<file path="src/rtl/spi_cs_pkg.sv">
package spi_cs_pkg;

    typedef enum logic [2:0] {
        ST_IDLE,
        ST_LEAD,
        ST_HIGH,
        ST_LOW,
        ST_TRAIL,
        ST_DONE
    } spi_state_e;

endpackage

</file>
<file path="src/rtl/spi_phase_calc.sv">
// Converts a divider value into low/high phase lengths in system clocks.
module spi_phase_calc #(
    parameter int DIV_W = 8
) (
    input  logic [DIV_W-1:0] div_i,
    output logic [DIV_W-1:0] low_len_o,
    output logic [DIV_W-1:0] high_len_o
);
    logic [DIV_W-1:0] d_eff;
    logic [DIV_W:0]   d_plus1;

    always_comb begin
        // zero would give a one-cycle period; clamp to divide by two
        d_eff      = (div_i == '0) ? DIV_W'(1) : div_i;
        d_plus1    = {1'b0, d_eff} + (DIV_W+1)'(1);
        low_len_o  = d_plus1[DIV_W:1];
        high_len_o = {1'b0, d_eff[DIV_W-1:1]} + DIV_W'(1);
    end
endmodule

</file>
<file path="src/rtl/spi_phase_timer.sv">
// Down counter: loaded with a length L, reports expiry on the L-th cycle.
module spi_phase_timer #(
    parameter int CNT_W = 8
) (
    input  logic             clk,
    input  logic             rst_n,
    input  logic             load_i,
    input  logic [CNT_W-1:0] len_i,
    output logic             expired_o
);
    logic [CNT_W-1:0] cnt_q;

    always_ff @(posedge clk or negedge rst_n) begin
        if (!rst_n) begin
            cnt_q <= '0;
        end else if (load_i) begin
            cnt_q <= len_i - CNT_W'(1);
        end else if (cnt_q != '0) begin
            cnt_q <= cnt_q - CNT_W'(1);
        end
    end

    assign expired_o = (cnt_q == '0);
endmodule

</file>
<file path="src/rtl/spi_shift_unit.sv">
// Transmit and receive shift registers plus the received-word holding register.
module spi_shift_unit #(
    parameter int WORD_W = 8
) (
    input  logic              clk,
    input  logic              rst_n,
    input  logic              load_i,
    input  logic [WORD_W-1:0] tx_word_i,
    input  logic              shift_i,
    input  logic              sample_i,
    input  logic              miso_i,
    input  logic              commit_i,
    output logic              mosi_bit_o,
    output logic [WORD_W-1:0] rx_word_o
);
    logic [WORD_W-1:0] tx_q;
    logic [WORD_W-1:0] rx_sh_q;
    logic [WORD_W-1:0] rx_q;

    always_ff @(posedge clk or negedge rst_n) begin
        if (!rst_n) begin
            tx_q <= '0;
        end else if (load_i) begin
            tx_q <= tx_word_i;
        end else if (shift_i) begin
            tx_q <= {tx_q[WORD_W-2:0], 1'b0};
        end
    end

    always_ff @(posedge clk or negedge rst_n) begin
        if (!rst_n) begin
            rx_sh_q <= '0;
        end else if (sample_i) begin
            rx_sh_q <= {rx_sh_q[WORD_W-2:0], miso_i};
        end
    end

    always_ff @(posedge clk or negedge rst_n) begin
        if (!rst_n) begin
            rx_q <= '0;
        end else if (commit_i) begin
            rx_q <= rx_sh_q;
        end
    end

    assign mosi_bit_o = tx_q[WORD_W-1];
    assign rx_word_o  = rx_q;
endmodule

</file>
<file path="src/rtl/spi_cs_master.sv">
module spi_cs_master
    import spi_cs_pkg::*;
#(
    parameter int WORD_W = 8,
    parameter int DIV_W  = 8
) (
    input  logic              clk,
    input  logic              rst_n,
    input  logic              start_i,
    input  logic [DIV_W-1:0]  div_i,
    input  logic [WORD_W-1:0] tx_word_i,
    output logic              busy_o,
    output logic              done_o,
    output logic [WORD_W-1:0] rx_word_o,
    output logic              sclk_o,
    output logic              ss_n_o,
    output logic              mosi_o,
    output logic              mosi_oe_o,
    input  logic              miso_i
);
    localparam int BIT_W = $clog2(WORD_W);

    spi_state_e        state_q, state_d;
    logic [DIV_W-1:0]  lo_calc, hi_calc;
    logic [DIV_W-1:0]  lo_q, hi_q;
    logic [DIV_W-1:0]  tmr_len;
    logic              tmr_load, tmr_expired;
    logic              accept, do_shift, do_sample, do_commit;
    logic [BIT_W-1:0]  bit_q;
    logic              tx_bit;

    spi_phase_calc #(.DIV_W(DIV_W)) i_calc (
        .div_i      (div_i),
        .low_len_o  (lo_calc),
        .high_len_o (hi_calc)
    );

    spi_phase_timer #(.CNT_W(DIV_W)) i_timer (
        .clk       (clk),
        .rst_n     (rst_n),
        .load_i    (tmr_load),
        .len_i     (tmr_len),
        .expired_o (tmr_expired)
    );

    spi_shift_unit #(.WORD_W(WORD_W)) i_shift (
        .clk        (clk),
        .rst_n      (rst_n),
        .load_i     (accept),
        .tx_word_i  (tx_word_i),
        .shift_i    (do_shift),
        .sample_i   (do_sample),
        .miso_i     (miso_i),
        .commit_i   (do_commit),
        .mosi_bit_o (tx_bit),
        .rx_word_o  (rx_word_o)
    );

    // next-state and datapath strobes
    always_comb begin
        state_d   = state_q;
        tmr_load  = 1'b0;
        tmr_len   = lo_q;
        accept    = 1'b0;
        do_shift  = 1'b0;
        do_sample = 1'b0;
        do_commit = 1'b0;
        unique case (state_q)
            ST_IDLE: begin
                if (start_i) begin
                    state_d  = ST_LEAD;
                    accept   = 1'b1;
                    tmr_load = 1'b1;
                    tmr_len  = lo_calc;
                end
            end
            ST_LEAD, ST_LOW: begin
                if (tmr_expired) begin
                    state_d   = ST_HIGH;
                    do_sample = 1'b1;
                    tmr_load  = 1'b1;
                    tmr_len   = hi_q;
                end
            end
            ST_HIGH: begin
                if (tmr_expired) begin
                    tmr_load = 1'b1;
                    tmr_len  = lo_q;
                    if (bit_q == '0) begin
                        state_d = ST_TRAIL;
                    end else begin
                        state_d  = ST_LOW;
                        do_shift = 1'b1;
                    end
                end
            end
            ST_TRAIL: begin
                if (tmr_expired) begin
                    state_d   = ST_DONE;
                    do_commit = 1'b1;
                end
            end
            ST_DONE: begin
                state_d = ST_IDLE;
            end
            default: state_d = ST_IDLE;
        endcase
    end

    // state register
    always_ff @(posedge clk or negedge rst_n) begin
        if (!rst_n) begin
            state_q <= ST_IDLE;
        end else begin
            state_q <= state_d;
        end
    end

    // per-frame configuration and bit counter
    always_ff @(posedge clk or negedge rst_n) begin
        if (!rst_n) begin
            lo_q  <= DIV_W'(1);
            hi_q  <= DIV_W'(1);
            bit_q <= '0;
        end else if (accept) begin
            lo_q  <= lo_calc;
            hi_q  <= hi_calc;
            bit_q <= BIT_W'(WORD_W - 1);
        end else if (do_shift) begin
            bit_q <= bit_q - BIT_W'(1);
        end
    end

    // outputs decoded from state
    always_comb begin
        sclk_o    = 1'b0;
        ss_n_o    = 1'b1;
        mosi_oe_o = 1'b0;
        busy_o    = 1'b1;
        done_o    = 1'b0;
        unique case (state_q)
            ST_IDLE:  busy_o = 1'b0;
            ST_LEAD, ST_LOW: begin
                ss_n_o    = 1'b0;
                mosi_oe_o = 1'b1;
            end
            ST_HIGH: begin
                ss_n_o    = 1'b0;
                mosi_oe_o = 1'b1;
                sclk_o    = 1'b1;
            end
            ST_TRAIL: ss_n_o = 1'b0;
            ST_DONE:  done_o = 1'b1;
            default:  busy_o = 1'b0;
        endcase
        mosi_o = mosi_oe_o & tx_bit;
    end
endmodule

</file>
<file path="config.mk">
export PLATFORM = sky130hd
export DESIGN_NAME = spi_cs_master
export DESIGN_NICKNAME = d
export VERILOG_FILES = /design/src/rtl/spi_cs_pkg.sv /design/src/rtl/spi_phase_calc.sv /design/src/rtl/spi_phase_timer.sv /design/src/rtl/spi_shift_unit.sv /design/src/rtl/spi_cs_master.sv
export SDC_FILE = /design/constraint.sdc
export NUM_CORES = 1
export LEC_CHECK = 0
export BUFFER_PORTS_ARGS = -buffer_cell sky130_fd_sc_hd__buf_2
export CAP_MARGIN = 20
export CORE_ASPECT_RATIO = 0.6
export CORE_UTILIZATION = 50
export DETAILED_ROUTE_END_ITERATION = 10
export PLACE_DENSITY = 0.78
export SYNTH_ARGS = -nofsm -noshare
export SYNTH_HDL_FRONTEND = slang
export SYNTH_HIERARCHICAL = 1
export SYNTH_SLANG_ARGS = --single-unit
</file>
<file path="constraint.sdc">
create_clock -name clk -period 2.8 [get_ports clk]
set_input_delay 0.28 -clock clk [delete_from_list [all_inputs] [get_ports clk]]
set_output_delay 0.28 -clock clk [all_outputs]
set_load 0.01 [all_outputs]
</file>
==> flow_metrics.env, run 1 <==
export IMPL_status="complete, but fails checks"
export IMPL_violations="negative hold slack"
export IMPL_skew_ps=8.48
export IMPL_crit_slowest_cell="or4_4"
export IMPL_r2r_start="i_timer/cnt_q[3]$_DFFE_PN0P_"
export IMPL_numCtsBuffers=5
export IMPL_hold_ws_ps=-12.5
export IMPL_crit_chain="or4_4, nor2_8, and3b_2, nor2_2, a21o_1, mux2i_1, ha_2, buf_4, o221a_2, a21o_1, nand2_1"
export IMPL_synth_largest_area_cell="dfrtp_1"
export IMPL_p_switching_w=0.00102
export IMPL_async_flop_share_pct=100
export IMPL_yosysWarnings=6
export IMPL_combPwrFrac_pct=38.5
export IMPL_die_x_um=103
export IMPL_dominantRegCellSynth="dfrtp_1"
export IMPL_slew_limit_headroom_pct=55.0
export IMPL_die_h_um=62.4
export IMPL_antenna_found_initial=0
export IMPL_swShare_pct=36.3
export IMPL_ant_nets=0
export IMPL_netlist_top_cells_count="dfrtp_1 (52), mux2_4 (16), nand2_1 (16)"
export IMPL_setup_ws_ps=115
export IMPL_r2r_worst_path_cells=11
export IMPL_p_leak_nw=1.56
export IMPL_met1_length_um=3110
export IMPL_syn_area_mm2=0.00304
export IMPL_tritoncts="built"
export IMPL_dr_max_layer_used="met4"
export IMPL_globalplace_congestion=0.851
export IMPL_grt_max_degree=31
export IMPL_ir_drop_v=0.000372
export IMPL_crit_path_frequent_cell="a21o_1"
export IMPL_max_stage_delay_ps=590
export IMPL_p_int_w=0.00180
export IMPL_ys_seq_elements=54
export IMPL_finalSetupViolCount=0
export IMPL_ios=34
export IMPL_cp_buffers_inverters=1
export IMPL_grt_first_pass_wirelength_um=10200
export IMPL_synth_seq_area_share_pct=44.6
export IMPL_yosys_top_cells_area="dfrtp_1 (43%), mux2_4 (7.9%), xnor2_1 (4.3%)"
export IMPL_viasPerCell=5.42
export IMPL_die_area_mm2=0.00640
export IMPL_clockRootBuffer="clkbuf_8"
export IMPL_insertion_delay_ps=310
export IMPL_r2r_end="i_timer/cnt_q[6]$_DFFE_PN0P_"
export IMPL_fmax_mhz=372
export IMPL_power_frac_clock_pct=16.8
export IMPL_path_class="register to register"
export IMPL_grt_overflow=0
export IMPL_wl_per_cell_um=15.3
export IMPL_clock_sinks=54
export IMPL_min_period_ps=2680
export IMPL_crit_path_start_kind="register"
export IMPL_timing_final_crit_share_pct=95.9
export IMPL_routed_wl_um=5900
export IMPL_power_density_mw_per_mm2=827
export IMPL_wl_met2_um=2470
export IMPL_hold_class="input pin to async pin"
export IMPL_yosysUniqueCellTypes=48
export IMPL_start_util_pct=53.3
export IMPL_synthCells=266
export IMPL_worst_endpoint_required_ps=3000
export IMPL_wl_met3_um=275
export IMPL_p_seq_share_pct=44.7
export IMPL_htreeDepth=2
export IMPL_n_antenna_cell=0
export IMPL_vias=2094
export IMPL_drv_cap=0
export IMPL_port_buffers=33
export IMPL_rows=21
export IMPL_layout_drive_gt1_share_pct=33.0
export IMPL_grt_pass1_vias=2074
export IMPL_synth_edf_count=0
export IMPL_first_pass_iters=4
export IMPL_tns_ps=0
export IMPL_rsz0062_at_grt="no"
export IMPL_core_area_mm2=0.00570
export IMPL_fin_nets=328
export IMPL_grtUsageTotal_pct=20.7
export IMPL_hold_viol=14
export IMPL_drc=0
export IMPL_crit_fanout=8
export IMPL_critPathLaunch="i_timer/cnt_q[3]$_DFFE_PN0P_"
export IMPL_postSynthAreaPerCell_um2=11.4
export IMPL_reg2reg_slack_ps=120
export IMPL_cts_reportedPaths_clkPinSlew_ps=100
export IMPL_cp_arrival_ps=2890
export IMPL_dr_first_iter_drc_count=102
export IMPL_synth_most_common_cell="dfrtp_1"
export IMPL_dpl_hpwl_um=4290
export IMPL_area_delta_synth_final_pct=12.2
export IMPL_final_max_slew_violation_count=0
export IMPL_crit_path_end_kind="register"
export IMPL_post_place_ws_ps=13.5
export IMPL_netlist_area_leader_share_pct=42.8
export IMPL_worstMarginPinSlew_ps=675
export IMPL_cts_buffer_depth=2
export IMPL_syn_num_nets=289
export IMPL_cp_top_family="simple AND/OR/NAND/NOR gates"
[area by class of cell]
| cell class | count | area, µm² |
|---|---|---|
| Clock inverter | 2 | 16.3 |
| Clock buffer | 6 | 82.6 |
| Multi-Input combinational cell | 189 | 1550 |
| Inverter | 6 | 22.5 |
| Tap cell | 80 | 100 |
| Fill cell | 479 | 2290 |
| Timing Repair Buffer | 49 | 285 |
| Sequential cell | 54 | 1350 |
[stage by stage]
stage	power [W]	instance area [µm²]	utilization (%)	cells
after floorplan	0.00203	3040	-	266
after global placement	0.00228	3280	57.6	376
after detailed placement	0.00232	3280	57.6	376
after CTS	0.00280	3380	59.3	384
after global routing	0.00302	3410	59.8	386
final	0.00282	3410	59.8	386
[cells by family after synthesis]
| logic type | synth area share (%) |
|---|---|
| simple gates | 13.5 |
| flops | 44.6 |
| xor+xnor | 5.77 |
| fa+ha+maj | 1.24 |
| mux | 17.8 |
| buf+inv | 5.27 |
| compound gates | 11.9 |
[worst reg2reg max path, delay by kind of cell (launching register included)]
family                     cells  cell delay (ps)
and+or+nand+nor                5             1100
AOI/OAI and AO/OA              3              510
DFF                            1              410
adders and majority gates      1              220
muxes                          1              200
buffers and inverters          1              140
[sequential cells by signal, summed over array words and instances (netlist names)]
name,count
bit_q,3
hi_q,8
i_shift/rx_sh_q,8
i_shift/rx_word_o,8
i_shift/tx_q,8
i_timer/cnt_q,8
lo_q,8
state_q,3
[placed cells by master (no fill, tap or decap), types with 2 or more instances in the layout]
master    Yosys  layout
dfrtp_1      52      52
buf_2         8      33
nand2_1      16      16
buf_4         1      16
mux2_4       16      16
xnor2_1      15      15
nor2_1       14      14
mux2i_1      12      12
a21o_1       11      11
mux2_2       10      10
o21ai_1       9      10
a22o_1        9       9
nand3_1       7       7
nor3_1        6       6
a21oi_1       6       6
mux2_1        6       6
clkbuf_8      0       6
inv_1         5       5
nand4_1       5       5
and2_1        4       4
xor2_1        5       4
and3_1        3       3
nand2b_1      3       3
nor2_2        2       2
o21ai_0       3       2
a211oi_1      2       2
ha_1          3       2
dfstp_2       2       2
or4_4         2       2
o21a_1        2       2
[power by group through the flow]
stage               combinational [W]  sequential [W]  clock, W
CTS                           0.00106         0.00125  0.000487
detailed placement            0.00105         0.00127         0
global route                  0.00121         0.00129  0.000519
finish                        0.00109         0.00126  0.000473
global placement              0.00102         0.00126         0
floorplan                    0.000831         0.00120         0
[repair_timing]
action	CTS	global route
endpoints found under the setup margin	1	4
setup buffers	0	2
pin swaps	0	2
resized for setup	1	3
hold endpoints to repair	0	0
hold buffers	0	0
[layer usage]
| metal | GRT usage, % | vias to the layer above |
|---|---|---|
| met1 | 32.3 | 1010 |
| met5 | 0 | - |
| met2 | 28.6 | 49 |
| met3 | 5.59 | 5 |
| li1 | - | 1030 |
| met4 | 4.29 | 0 |
[worst max path at each step]
stage / endpoint / slack, ps / cells past startpoint
floorplan: i_timer/cnt_q[4]$_DFFE_PN0P_ / 10 / 12
global placement: i_timer/cnt_q[4]$_DFFE_PN0P_ / 110 / 10
detailed placement: i_timer/cnt_q[4]$_DFFE_PN0P_ / 10 / 10
CTS: i_timer/cnt_q[4]$_DFFE_PN0P_ / 30 / 10
global route: i_timer/cnt_q[6]$_DFFE_PN0P_ / 10 / 11
finish: i_timer/cnt_q[6]$_DFFE_PN0P_ / 120 / 11
(Power assumes the default switching activity.)
==> run 2, diff against run 1 <==
SYNTH_HIERARCHICAL = default   (was 1)
==> flow_metrics.env, run 2 <==
export IMPL_p_leak_nw=1.58
export IMPL_cts_reportedPaths_clkPinSlew_ps=100
export IMPL_final_cell_mix="dfrtp_1 (52), nand2_1 (36), buf_2 (33)"
export IMPL_worstMarginPinSlew_ps=553
export IMPL_crit_path_end_kind="register"
export IMPL_start_util_pct=54.3
export IMPL_final_common_cell="dfrtp_1"
export IMPL_grtUsageTotal_pct=22.6
export IMPL_skew_ps=11.1
export IMPL_viasPerCell=5.54
export IMPL_ys_seq_elements=54
export IMPL_grt_max_degree=20
export IMPL_syn_area_mm2=0.00288
export IMPL_fmax_mhz=405
export IMPL_dr_first_iter_drc_count=162
export IMPL_finalNonFillerCells=401
export IMPL_power_density_mw_per_mm2=790
export IMPL_core_area_mm2=0.00531
export IMPL_rows=20
export IMPL_combPwrFrac_pct=35.2
export IMPL_r2r_worst_path_cells=10
export IMPL_routed_wl_um=6070
export IMPL_holdPathEnd="i_shift.tx_q[0]$_DFFE_PN0P_"
export IMPL_r2r_end="i_timer.cnt_q[6]$_DFFE_PN0P_"
export IMPL_min_period_ps=2470
export IMPL_area_delta_synth_final_pct=13.0
export IMPL_netlist_area_leader_share_pct=45.2
export IMPL_dominantRegCellSynth="dfrtp_1"
export IMPL_netlist_top_cells_count="dfrtp_1 (52), nand2_1 (36), nor2_1 (24)"
export IMPL_dpl_hpwl_um=4500
export IMPL_drc=0
export IMPL_cts_buffer_depth=2
export IMPL_vias=2223
export IMPL_worst_endpoint_required_ps=3050
export IMPL_seqCellArea_mm2=0.00135
export IMPL_reg2reg_slack_ps=330
export IMPL_clockRootBuffer="clkbuf_8"
export IMPL_yosysWarnings=0
export IMPL_ios=34
export IMPL_r2r_start="i_timer.cnt_q[0]$_DFFE_PN0P_"
export IMPL_first_pass_iters=4
export IMPL_status="finished clean"
export IMPL_timing_final_crit_share_pct=88.1
export IMPL_p_seq_share_pct=46.8
export IMPL_hold_depth=3
export IMPL_postSynthAreaPerCell_um2=10.0
export IMPL_multiInputGateArea_mm2=0.00140
export IMPL_drv_cap=0
export IMPL_die_h_um=60.8
export IMPL_antenna_found_initial=0
export IMPL_grt_pass1_vias=2141
export IMPL_p_int_w=0.00165
export IMPL_synth_edf_count=0
export IMPL_die_x_um=100
export IMPL_ant_nets=0
export IMPL_numCtsBuffers=5
export IMPL_place_inst=392
export IMPL_rsz0062_at_grt="no"
export IMPL_insertion_delay_ps=320
export IMPL_grt_first_pass_wirelength_um=10300
export IMPL_power_frac_clock_pct=18.0
export IMPL_port_buffers=33
export IMPL_path_class="register to register"
export IMPL_hold_class="input pin to register"
export IMPL_syn_num_nets=311
export IMPL_yosysUniqueCellTypes=46
export IMPL_p_switching_w=0.000924
export IMPL_tns_ps=0
export IMPL_swShare_pct=36.0
export IMPL_min_from="tx_word_i[0]"
export IMPL_synth_most_common_cell="dfrtp_1"
export IMPL_n_antenna_cell=0
export IMPL_hold_viol=0
export IMPL_wl_per_cell_um=15.1
export IMPL_cp_arrival_ps=2710
export IMPL_htreeDepth=2
export IMPL_fillers=455
export IMPL_synthCells=287
export IMPL_slew_limit_headroom_pct=62.8
export IMPL_clock_sinks=54
export IMPL_async_flop_share_pct=100
export IMPL_fin_nets=347
export IMPL_grt_overflow=0
export IMPL_ir_drop_v=0.000342
export IMPL_crit_path_start_kind="register"
export IMPL_synth_largest_area_cell="dfrtp_1"
export IMPL_die_area_mm2=0.00608
export IMPL_globalplace_congestion=0.839
export IMPL_tritoncts="built"
export IMPL_finalSetupViolCount=0
export IMPL_synth_seq_area_share_pct=47.0
export IMPL_final_max_slew_violation_count=0
export IMPL_layout_drive_gt1_share_pct=24.4
export IMPL_crit_fanout=7
export IMPL_yosys_top_cells_area="dfrtp_1 (45%), nand2_1 (4.7%), mux2i_1 (4.2%)"
export IMPL_hold_ws_ps=164
-- run 2: cell count changes in the layout (fill, tap and decap cells not counted), sizes merged, moves of 4 or more --
cell,change
a21o,-9
a21oi,+9
xnor2,-7
a22o,-9
nand3,+5
nor2,+7
nand2,+20
o21ai,+4
mux2,-14
a31oi,+4
-- run 2: cell families after synthesis --
kind of cell / Yosys count / synth area share, %
AND/OR/NAND/NOR: 104 / 19.0
flip-flops: 54 / 47.0
AO/OA/AOI/OAI: 52 / 11.4
multiplexers: 31 / 12.0
buffers and inverters: 28 / 4.56
XOR/XNOR: 14 / 4.26
adder cells (fa/ha/maj): 4 / 1.74
-- run 2: per-layer routing --
layer / GRT usage [%] / wire, µm / vias to the layer above
met2: 35.7 / 2600 / 67
met5: 0 / 0 / -
met1: 32.1 / 3120 / 1073
met4: 6.93 / 65 / 0
li1: - / - / 1073
met3: 4.49 / 288 / 10
-- run 2: layout make-up --
type / count / share of cell area [%]
clock buffer: 7 / 2.65
clock inverter: 1 / 0.154
inverter: 10 / 1.15
multi-input combinational: 205 / 43.1
sequential: 54 / 41.6
tap: 77 / 2.96
timing repair buffer: 47 / 8.38
-- run 2: worst max-delay path by stage --
stage,startpoint,to,slack (ps),depth (start not counted)
after floorplan,state_q[1]$_DFFE_PN0P_,i_timer.cnt_q[6]$_DFFE_PN0P_,320,13
after global placement,i_timer.cnt_q[7]$_DFFE_PN0P_,i_timer.cnt_q[6]$_DFFE_PN0P_,390,11
after detailed placement,state_q[0]$_DFFE_PN0P_,i_timer.cnt_q[6]$_DFFE_PN0P_,370,10
after CTS,i_timer.cnt_q[0]$_DFFE_PN0P_,i_timer.cnt_q[6]$_DFFE_PN0P_,340,10
after global routing,i_timer.cnt_q[6]$_DFFE_PN0P_,i_timer.cnt_q[6]$_DFFE_PN0P_,130,11
final,i_timer.cnt_q[0]$_DFFE_PN0P_,i_timer.cnt_q[6]$_DFFE_PN0P_,330,10
-- run 2: power by group through the flow --
stage,logic (W),clock network [W],registers (W)
finish,0.000904,0.000462,0.00120
global route,0.00102,0.000495,0.00123
CTS,0.000906,0.000463,0.00120
detailed placement,0.000900,0,0.00122
global placement,0.000865,0,0.00120
floorplan,0.000722,0,0.00114
-- run 2: per-stage QoR --
stage                     power [W]  setup WS (ps)  cell area, µm²  util (%)
final                       0.00257            334            3250      61.3
after CTS                   0.00257            338            3250      61.3
after global placement      0.00207            386            3150      59.4
after floorplan             0.00186            323            2880         -
after global routing        0.00275            131            3250      61.3
after detailed placement    0.00212            370            3150      59.4
-- run 2: what timing repair did --
action / 4_1_cts / 5_1_grt
hold buffers: 1 / 0
hold endpoints to repair: 14 / 0
resized for setup: 0 / 0
setup buffers: 0 / 0
-- run 2: worst max-delay path: stages (launching register included) --
cell	delay, ps
dfrtp_1	410
or4_4	570
o31ai_2	330
buf_4	210
a31oi_1	100
inv_1	80
ha_1	180
inv_1	70
nor2_1	170
nand3_1	100
a21oi_1	150
